[src/rtl/drvcal_pkg.sv]
package drvcal_pkg;

  localparam logic [1:0] CMD_NOP   = 2'b00;
  localparam logic [1:0] CMD_MRS   = 2'b01;
  localparam logic [1:0] CMD_EMRS1 = 2'b10;

  localparam logic [2:0] CAL_EXIT    = 3'b000;
  localparam logic [2:0] CAL_DRV_HI  = 3'b001;
  localparam logic [2:0] CAL_DRV_LO  = 3'b010;
  localparam logic [2:0] CAL_ADJUST  = 3'b100;
  localparam logic [2:0] CAL_DEFAULT = 3'b111;

  localparam int BL_LSB  = 0;
  localparam int CL_LSB  = 4;
  localparam int AL_LSB  = 3;
  localparam int CAL_LSB = 7;
  localparam logic [2:0] BL_FOUR = 3'b010;

  localparam int BEAT_W = 4;

  typedef enum logic [1:0] {
    DRV_OFF = 2'b00,
    DRV_HI  = 2'b01,
    DRV_LO  = 2'b10
  } drv_e;

  typedef struct packed {
    logic driveLoad;
    drv_e driveTarget;
    logic beatSlot;
    logic codeReset;
  } ctlStrobe_t;

endpackage

[src/rtl/drvcal_ctrl.sv]
module drvcal_ctrl
  import drvcal_pkg::*;
#(
  parameter int ADDR_W = 14,
  parameter int TOIT   = 2
) (
  input  logic              clk,
  input  logic              rstN,
  input  logic [1:0]        cmd,
  input  logic [ADDR_W-1:0] addr,
  output ctlStrobe_t        strobe,
  output logic              adjErr
);

  localparam int DLY_W = $clog2(TOIT + 1);
  localparam int WL_W  = 4;

  logic [2:0] blReg;
  logic [2:0] clReg;
  logic [2:0] calField;
  logic [2:0] alField;
  logic       isMrs;
  logic       isEmrs;
  logic       calValid;
  logic       calCmd;
  logic       adjOk;
  drv_e       targetNow;
  drv_e       pendTarget;
  logic [DLY_W-1:0] dlyCnt;
  logic [WL_W-1:0]  wlNow;
  logic [WL_W-1:0]  waitCnt;
  logic [1:0]       beatIdx;
  logic             winActive;
  logic             unusedAddrBits;

  assign unusedAddrBits = ^addr;

  assign isMrs    = (cmd == CMD_MRS);
  assign isEmrs   = (cmd == CMD_EMRS1);
  assign calField = addr[CAL_LSB +: 3];
  assign alField  = addr[AL_LSB +: 3];

  always_comb begin
    case (calField)
      CAL_EXIT, CAL_DRV_HI, CAL_DRV_LO, CAL_ADJUST, CAL_DEFAULT: calValid = 1'b1;
      default: calValid = 1'b0;
    endcase
  end

  always_comb begin
    case (calField)
      CAL_DRV_HI: targetNow = DRV_HI;
      CAL_DRV_LO: targetNow = DRV_LO;
      default:    targetNow = DRV_OFF;
    endcase
  end

  assign calCmd = isEmrs && calValid;
  assign adjOk  = (calField == CAL_ADJUST) && (blReg == BL_FOUR);
  assign wlNow  = WL_W'(alField) + WL_W'(clReg) - WL_W'(1);

  // Mode settings latched from the plain mode register
  always_ff @(posedge clk or negedge rstN) begin
    if (!rstN) begin
      blReg <= BL_FOUR;
      clReg <= 3'd3;
    end else if (isMrs) begin
      blReg <= addr[BL_LSB +: 3];
      clReg <= addr[CL_LSB +: 3];
    end
  end

  // Drive on/off delay line
  always_ff @(posedge clk or negedge rstN) begin
    if (!rstN) begin
      dlyCnt     <= '0;
      pendTarget <= DRV_OFF;
    end else if (calCmd) begin
      dlyCnt     <= DLY_W'(TOIT);
      pendTarget <= targetNow;
    end else if (dlyCnt != '0) begin
      dlyCnt <= dlyCnt - 1'b1;
    end
  end

  // Adjust window sequencer
  always_ff @(posedge clk or negedge rstN) begin
    if (!rstN) begin
      winActive <= 1'b0;
      waitCnt   <= '0;
      beatIdx   <= '0;
      adjErr    <= 1'b0;
    end else if (calCmd) begin
      winActive <= adjOk;
      waitCnt   <= wlNow - WL_W'(1);
      beatIdx   <= '0;
      adjErr    <= (calField == CAL_ADJUST) && (blReg != BL_FOUR);
    end else if (winActive) begin
      if (waitCnt != '0) begin
        waitCnt <= waitCnt - 1'b1;
      end else begin
        beatIdx <= beatIdx + 1'b1;
        if (beatIdx == 2'd3) winActive <= 1'b0;
      end
    end
  end

  always_comb begin
    strobe.driveLoad   = (dlyCnt == DLY_W'(1));
    strobe.driveTarget = pendTarget;
    strobe.beatSlot    = winActive && (waitCnt == '0);
    strobe.codeReset   = calCmd && (calField == CAL_DEFAULT);
  end

endmodule

[src/rtl/drvcal_dp.sv]
module drvcal_dp
  import drvcal_pkg::*;
#(
  parameter int DQ_W   = 4,
  parameter int CODE_W = 4
) (
  input  logic              clk,
  input  logic              rstN,
  input  ctlStrobe_t        strobe,
  input  logic [DQ_W-1:0]   dq,
  input  logic              dqs,
  input  logic              dm,
  output logic              outEn,
  output logic [DQ_W-1:0]   dqOut,
  output logic              dqsOut,
  output logic              dqsNOut,
  output logic [CODE_W-1:0] puCode,
  output logic [CODE_W-1:0] pdCode
);

  localparam logic [CODE_W-1:0] CODE_MID = {1'b1, {(CODE_W-1){1'b0}}};
  localparam logic [CODE_W-1:0] CODE_MAX = '1;
  localparam int N_CHAN = 2;

  drv_e              driveState;
  logic              prevDqs;
  logic              beatTake;
  logic [BEAT_W-1:0] beat;
  logic              driveOn;
  logic              driveHi;
  logic              unusedDq;

  assign unusedDq = ^dq;
  assign beat     = dq[BEAT_W-1:0];
  assign beatTake = strobe.beatSlot && (dqs != prevDqs) && !dm;

  always_ff @(posedge clk or negedge rstN) begin
    if (!rstN) begin
      driveState <= DRV_OFF;
      prevDqs    <= 1'b0;
    end else begin
      prevDqs <= dqs;
      if (strobe.driveLoad) driveState <= strobe.driveTarget;
    end
  end

  // Channel 0 is pull-down (beat bits 1:0), channel 1 is pull-up (bits 3:2)
  for (genvar g = 0; g < N_CHAN; g++) begin : g_chan
    logic              incr;
    logic              decr;
    logic [CODE_W-1:0] codeQ;

    assign incr = beat[2*g];
    assign decr = beat[2*g+1];

    always_ff @(posedge clk or negedge rstN) begin
      if (!rstN) begin
        codeQ <= CODE_MID;
      end else if (strobe.codeReset) begin
        codeQ <= CODE_MID;
      end else if (beatTake && incr && !decr && (codeQ != CODE_MAX)) begin
        codeQ <= codeQ + 1'b1;
      end else if (beatTake && decr && !incr && (codeQ != '0)) begin
        codeQ <= codeQ - 1'b1;
      end
    end
  end

  assign pdCode  = g_chan[0].codeQ;
  assign puCode  = g_chan[1].codeQ;

  assign driveOn = (driveState != DRV_OFF);
  assign driveHi = (driveState == DRV_HI);
  assign outEn   = driveOn;
  assign dqOut   = {DQ_W{driveOn && driveHi}};
  assign dqsOut  = driveOn && driveHi;
  assign dqsNOut = driveOn && !driveHi;

endmodule

[src/rtl/drvcal_top.sv]
module drvcal_top
  import drvcal_pkg::*;
#(
  parameter int DQ_W   = 4,
  parameter int CODE_W = 4,
  parameter int ADDR_W = 14,
  parameter int TOIT   = 2
) (
  input  logic              clk,
  input  logic              rstN,
  input  logic [1:0]        cmd,
  input  logic [ADDR_W-1:0] addr,
  input  logic [DQ_W-1:0]   dq,
  input  logic              dqs,
  input  logic              dm,
  output logic              outEn,
  output logic [DQ_W-1:0]   dqOut,
  output logic              dqsOut,
  output logic              dqsNOut,
  output logic [CODE_W-1:0] puCode,
  output logic [CODE_W-1:0] pdCode,
  output logic              adjErr
);

  ctlStrobe_t strobe;

  drvcal_ctrl #(
    .ADDR_W(ADDR_W),
    .TOIT  (TOIT)
  ) u_ctrl (
    .clk   (clk),
    .rstN  (rstN),
    .cmd   (cmd),
    .addr  (addr),
    .strobe(strobe),
    .adjErr(adjErr)
  );

  drvcal_dp #(
    .DQ_W  (DQ_W),
    .CODE_W(CODE_W)
  ) u_dp (
    .clk    (clk),
    .rstN   (rstN),
    .strobe (strobe),
    .dq     (dq),
    .dqs    (dqs),
    .dm     (dm),
    .outEn  (outEn),
    .dqOut  (dqOut),
    .dqsOut (dqsOut),
    .dqsNOut(dqsNOut),
    .puCode (puCode),
    .pdCode (pdCode)
  );

endmodule

[config.mk]
export PLATFORM = sky130hd
export DESIGN_NAME = drvcal_top
export DESIGN_NICKNAME = d
export VERILOG_FILES = /design/src/rtl/drvcal_pkg.sv /design/src/rtl/drvcal_ctrl.sv /design/src/rtl/drvcal_dp.sv /design/src/rtl/drvcal_top.sv
export SDC_FILE = /design/constraint.sdc
export NUM_CORES = 1
export LEC_CHECK = 0
export ABC_AREA = 1
export CORE_MARGIN = 2
export CORE_UTILIZATION = 51
export DETAILED_ROUTE_END_ITERATION = 6
export GPL_ROUTABILITY_DRIVEN = 0
export PLACE_DENSITY = 0.76
export SKIP_CTS_REPAIR_TIMING = 1
export SYNTH_ARGS = -nofsm -noshare
export SYNTH_HDL_FRONTEND = slang
export SYNTH_SLANG_ARGS = --single-unit
export TNS_END_PERCENT = 1
[constraint.sdc]
create_clock -name clk -period 2.4 [get_ports clk]
set_clock_uncertainty 0.2 [all_clocks]
set_input_delay 0.48 -clock clk [delete_from_list [all_inputs] [get_ports clk]]
set_output_delay 0.48 -clock clk [all_outputs]
set_load 0.005 [all_outputs]
**Word-level counts from Yosys, hierarchy flattened**

Index checks and enable logic that the tools add are counted.

- Output and inout bits: 16
- Word-level logic and storage cells: 99
- Input bits: 24
- Bits in registers: 29

- Reduce and logical (&&, ||, !) cells: 42
- Equality and inequality tests: 15
- Add/sub/neg operators: 10
- Multiplexer cells: 20

Operators by type and width:

| kind | number |
|---|---|
| $mux 4 | 9 |
| $logic_and 1x1->1 | 21 |
| $sub 4x1->4 const B | 5 |
| $reduce_bool 4->1 | 3 |
| $mux 2 | 5 |
| $reduce_bool 2->1 | 5 |
| $add 4x1->4 const B | 2 |
| $ne 4x4->1 const B | 2 |
| $eq 2x1->1 const B | 3 |
| $eq 3x2->1 const B | 2 |
| $eq 3x3->1 const B | 2 |
| $logic_not 1->1 | 6 |
| $reduce_bool 3->1 | 2 |
| $mux 1 | 5 |
| $reduce_or 5->1 | 1 |
| $add 3x3->4 | 1 |
| $eq 2x2->1 const B | 2 |
| $logic_not 4->1 | 1 |
| $pmux 2 s2 | 1 |
| $reduce_and 2->1 | 2 |
| $eq 3x1->1 const B | 1 |
| $logic_not 3->1 | 1 |
| $ne 3x2->1 const B | 1 |
| $add 2x1->2 const B | 1 |
| 3 further kinds | 3 |

**Longest topological paths before layout**

- Word-level depth: 10
- Gate-level depth with buffers: 14
- Depth with buffers taken out: 14

**By module**

From an unflattened synthesis, not the netlist that was laid out.

- Cell total of the unflattened synthesis: 254
- Area, all modules: 1,993.2 µm²

Modules (own cells, without submodules):

| module | cells each | area an instance (µm²) | times used | seq. area each (µm²) |
|---|---|---|---|---|
| drvcal_ctrl | 131 | 1,126.1 | 1 | 454.2 |
| drvcal_dp | 123 | 867.1 | 1 | 277.8 |

**Least setup slack after synthesis**

No wires, ideal clock.

- Kind: reg2reg
- From: register u_ctrl.waitCnt[0]
- To: register u_dp.g_chan[0].codeQ[3], in the netlist u_dp.pdCode[3]
- Buffers on the path: 0
- Required time: 2.121 ns
- Stages on the path, launching flop included: 15
- Library setup time: 0.079 ns
- Clock period less this slack: 2.216 ns
- Arrival time: 1.937 ns
- Path slack: 0.184 ns
- Cells stage by stage: dfrtp_1 inv_1 ha_1 nand3_4 nor2_8 nand2_4 ha_1 a21oi_1 nand2_1 nand2_1 nand2_1 inv_1 nor2_1 nor2_1 nand2_1

- Longest elaborated chain between the ends: 9
- Elaborated cells on any way between the ends: 13
- Classes of those cells: 2 x mux; 11 x reduce/logical

Ends and longest elaborated chain:

| item | RTL line | RTL |
|---|---|---|
| from (decl) | drvcal_ctrl.sv:31 | `logic [WL_W-1:0] waitCnt;` |
| from (signal assigned) | drvcal_ctrl.sv:95 | `waitCnt <= wlNow - WL_W'(1);` |
| from (signal assigned) | drvcal_ctrl.sv:100 | `waitCnt <= waitCnt - 1'b1;` |
| $logic_not 4->1 * | drvcal_ctrl.sv:111 | `strobe.beatSlot = winActive && (waitCnt == '0);` |
| $logic_and 1x1->1 * | drvcal_ctrl.sv:111 |  |
| $logic_and 1x1->1 * (2 in a row) | drvcal_dp.sv:35 | `assign beatTake = strobe.beatSlot && (dqs != prevDqs) && !dm;` |
| $logic_and 1x1->1 (3 in a row) | drvcal_dp.sv:61 | `end else if (beatTake && incr && !decr && (codeQ != CODE_MAX)) begin` |
| $mux 4 | drvcal_dp.sv:61 |  |
| $mux 4 | drvcal_dp.sv:59 | `end else if (strobe.codeReset) begin` |
| to (signal assigned) | drvcal_dp.sv:62 | `codeQ <= codeQ + 1'b1;` |
| to (signal assigned) | drvcal_dp.sv:64 | `codeQ <= codeQ - 1'b1;` |
| to (decl) | drvcal_dp.sv:51 | `logic [CODE_W-1:0] codeQ;` |

Mark *: on every way between the ends. The rest lies on a longest branch, timed or not.
A chain may end at the register's enable or synchronous reset.

**Worst setup path after layout**

- From: input dqs
- To: register u_dp.g_chan[0].codeQ[1], in the netlist u_dp.pdCode[1]

- Longest elaborated chain between the ends: 8
- Elaborated cells on any way between the ends: 12
- Classes of those cells: 1 x eq/ne; 2 x mux; 9 x reduce/logical

Ends and longest elaborated chain:

| item | RTL line | RTL |
|---|---|---|
| from (decl) | drvcal_top.sv:14 | `input logic dqs,` |
| $ne 1x1->1 * | drvcal_dp.sv:35 |  |
| $logic_and 1x1->1 * (2 in a row) | drvcal_dp.sv:35 |  |
| $logic_and 1x1->1 (3 in a row) | drvcal_dp.sv:61 |  |
| $mux 4 | drvcal_dp.sv:61 |  |
| $mux 4 | drvcal_dp.sv:59 |  |

Marks and branches as above.

==> flow_metrics.env <==
export IMPL_path_buf_inv=4
export IMPL_final_core_util_pct=68.9
export IMPL_critPathSlowestCell="clkdlybuf4s50_1"
export IMPL_vdd_drop_max_uv=413
export IMPL_drtIter0Drc=29
export IMPL_cts_tree="yes"
export IMPL_ys_warn_count=0
export IMPL_drive_above_1_share_pct=18.4
export IMPL_synthCells=236
export IMPL_hold_viol_final=0
export IMPL_dieArea_mm2=0.00428
export IMPL_dpl_cell_count=321
export IMPL_grt_max_degree=30
export IMPL_critPathMaxFanout=4
export IMPL_min_delay_path_class="flop to flop"
export IMPL_die_w_um=65.4
export IMPL_synth_avg_cell_area_um2=8.15
export IMPL_dr_pass1_iters=4
export IMPL_clock_sinks=29
export IMPL_drv_cap=0
export IMPL_cp_required_ps=2420
export IMPL_max_slew_margin_pct=76.6
export IMPL_crit_family="buffers and inverters"
export IMPL_grt_pass1_vias=1491
export IMPL_syn_cell_area_mm2=0.00192
export IMPL_crit_chain="clkdlybuf4s50_1 > inv_1 > nand2_2 > nand3_4 > nor2_8 > nand2_4 > buf_4 > inv_1 > fa_1 > nand2_1 > nand2_1 > nor2_2"
export IMPL_grt_pass1_wl_um=6180
export IMPL_portBuffers=35
export IMPL_synthDistinctLibCells=32
export IMPL_setup_violations=0
export IMPL_placed_area_mm2=0.00235
export IMPL_final_nets=321
export IMPL_cts_buffers_inserted=5
export IMPL_via_per_inst=4.87
export IMPL_finalCritPeriodShare_pct=94.6
export IMPL_postLayoutCellArea_mm2=0.00250
export IMPL_die_height_um=65.4
export IMPL_fmax_mhz=441
export IMPL_yosysSeqAreaShare_pct=38.1
export IMPL_dp_hpwl_um=2680
export IMPL_worstSetupEndpointType="flop"
export IMPL_run_status="complete, no violations"
export IMPL_area_growth_pct=30.3
export IMPL_antenna_found_initial=0
export IMPL_grt_overflow_total=0
export IMPL_p_per_area_mw_per_mm2=989
export IMPL_wl_um=3490
export IMPL_synth_seq_cells=29
export IMPL_vias=1608
export IMPL_crit_type="input port to flop"
export IMPL_track_usage_pct=18.5
export IMPL_antennaDiodeCount=0
export IMPL_fill_cells=298
export IMPL_wl_per_cell_um=10.6
export IMPL_core_rowCount=22
export IMPL_core_mm2=0.00363
export IMPL_holdWs_ps=278
export IMPL_synth_nets=276
export IMPL_slowest_delay_ps=510
export IMPL_drc=0
export IMPL_cts_buffer_depth=2
export IMPL_clock_root_buffer="clkbuf_8"
export IMPL_slew_viol_final=0
export IMPL_finalSetupTns_ps=0
export IMPL_ctsHtreeMaxLevel=2
export IMPL_fin_cells=330
export IMPL_p_leak_nw=1.28
export IMPL_initial_core_util_pct=52.9
export IMPL_fin_crit_ps=2270
export IMPL_insertion_delay_ps=280
export IMPL_worst_pin_slew_ps=351
export IMPL_ant_nets=0
export IMPL_start_kind="input port"
export IMPL_cp_arrival_ps=2290
export IMPL_ioPinCount=40
export IMPL_path_clk_slew_ps=60
export IMPL_rsz0062_at_grt="false"
[cells in the mapped netlist]
master / instances / area (um2)
buf_4: 4 / 30.0
xor2_1: 5 / 43.8
nand3b_1: 3 / 22.5
mux2_2: 2 / 22.5
ha_1: 13 / 163
nand3_2: 1 / 10.0
nand2_2: 5 / 31.3
nand3_1: 16 / 80.1
o21ai_0: 6 / 30.0
nor2_8: 1 / 20.0
buf_6: 1 / 11.3
o211ai_1: 1 / 7.51
inv_1: 33 / 124
dfrtp_1: 24 / 601
o21ai_2: 2 / 17.5
nor2_2: 4 / 25.0
nor2_1: 26 / 97.6
clkbuf_1: 1 / 3.75
or2_1: 1 / 6.26
nand3_4: 1 / 17.5
nor2_4: 1 / 11.3
a21oi_1: 9 / 45.0
o21ai_1: 5 / 25.0
a21oi_2: 2 / 17.5
xnor2_1: 2 / 17.5
nor3_1: 2 / 10.0
nand4_1: 2 / 12.5
dfstp_2: 5 / 131
inv_2: 2 / 7.51
nand2_4: 3 / 33.8
fa_1: 3 / 60.1
nand2_1: 50 / 188
[cell families (layout without fill, tap and decap cells)]
group / after synthesis / in the layout / synth area share (%)
xor gates and xnor gates: 7 / 7 / 3.19
DFF: 29 / 29 / 38.1
muxes: 2 / 2 / 1.17
adders and majority gates: 16 / 16 / 11.6
AOI/OAI and AO/OA: 25 / 25 / 7.42
buffers and inverters: 41 / 87 / 9.17
and+or+nand+nor: 116 / 116 / 29.4
[metal layers]
metal	global-route usage (%)	vias up	routed length, um
li1	-	833	-
met1	23.5	735	1640
met2	31.3	38	1660
met3	5.48	2	164
met4	3.91	0	16
met5	0	-	0
[final timing paths]
path	endpoint	startpoint	depth (start not counted)	slack (ps)
setup / recovery	u_dp.pdCode[1]	dqs	12	130
hold / removal	u_ctrl.blReg[1]	u_ctrl.blReg[1]	2	280
setup reg to reg	u_dp.pdCode[1]	u_ctrl.waitCnt[1]	11	190
hold reg to reg	u_ctrl.blReg[1]	u_ctrl.blReg[1]	2	280
max in group asynchronous	u_dp.puCode[3]	rstN	2	1300
min in group asynchronous	u_ctrl.clReg[2]	rstN	2	390
[power breakdown]
group / leakage (nW) / total, mW / switching, mW / internal (mW)
combinational: 0.872 / 1.20 / 0.568 / 0.631
clock: 0.0542 / 0.438 / 0.179 / 0.259
sequential: 0.352 / 0.842 / 0.177 / 0.666
[registers in the layout, indices dropped and copies added (netlist names)]
register,flops
u_ctrl.clReg,3
u_ctrl.beatIdx,2
u_ctrl.adjErr,1
u_dp.puCode,4
u_dp.prevDqs,1
u_ctrl.dlyCnt,2
u_ctrl.blReg,3
u_dp.pdCode,4
u_ctrl.pendTarget,2
u_ctrl.waitCnt,4
u_ctrl.winActive,1
u_dp.driveState,2
[worst register-to-register path, stage by stage, from the launching register on]
cell     delay (ps)
dfrtp_1         410
inv_1            90
ha_1            270
nand3_4         140
nor2_8          160
nand2_4          80
buf_4           150
inv_1            60
fa_1            400
nand2_1          70
nand2_1          50
nor2_2           70
[cell type report]
| cell class | count | area (um2) | area share [%] |
|---|---|---|---|
| Clock inverter | 1 | 5.00 | 0.200 |
| Sequential cell | 29 | 732 | 29.2 |
| Tap cell | 48 | 60.1 | 2.40 |
| Multi-Input combinational cell | 166 | 1060 | 42.4 |
| Timing Repair Buffer | 44 | 418 | 16.7 |
| Inverter | 35 | 131 | 5.24 |
| Clock buffer | 7 | 96.3 | 3.85 |
[per-stage QoR]
step	total power, mW	worst slack, ps
after global placement	1.96	-224
after global routing	2.71	7.97
after detailed placement	2.01	-303
after CTS	2.45	-23.1
after floorplan	1.59	184
final	2.48	131
[cell usage in the layout (no fill, tap or decap)]
cell             Yosys  routed
nor2_4               1       1
nand3_4              1       2
clkdlybuf4s50_1      0      35
a21oi_2              2       4
a21oi_1              9       7
nand3b_1             3       3
o211ai_1             1       1
dfrtp_1             24      24
o21ai_2              2       2
buf_4                4       9
o21ai_0              6       6
ha_1                13      11
nand4_1              2       2
nand2_2              5       6
nor2_8               1       1
nor3_1               2       2
nand2_1             50      49
nand2_4              3       3
xor2_1               5       5
fa_1                 3       3
inv_1               33      33
o21ai_1              5       5
ha_4                 0       2
nor2_2               4       4
nor2_1              26      26
or2_1                1       1
clkbuf_8             0       7
mux2_2               2       2
nand3_1             16      15
clkinv_2             0       1
dfstp_2              5       5
nand3_2              1       1
inv_2                2       2
xnor2_1              2       2
No activity file was read; power rests on OpenSTA's default activity.
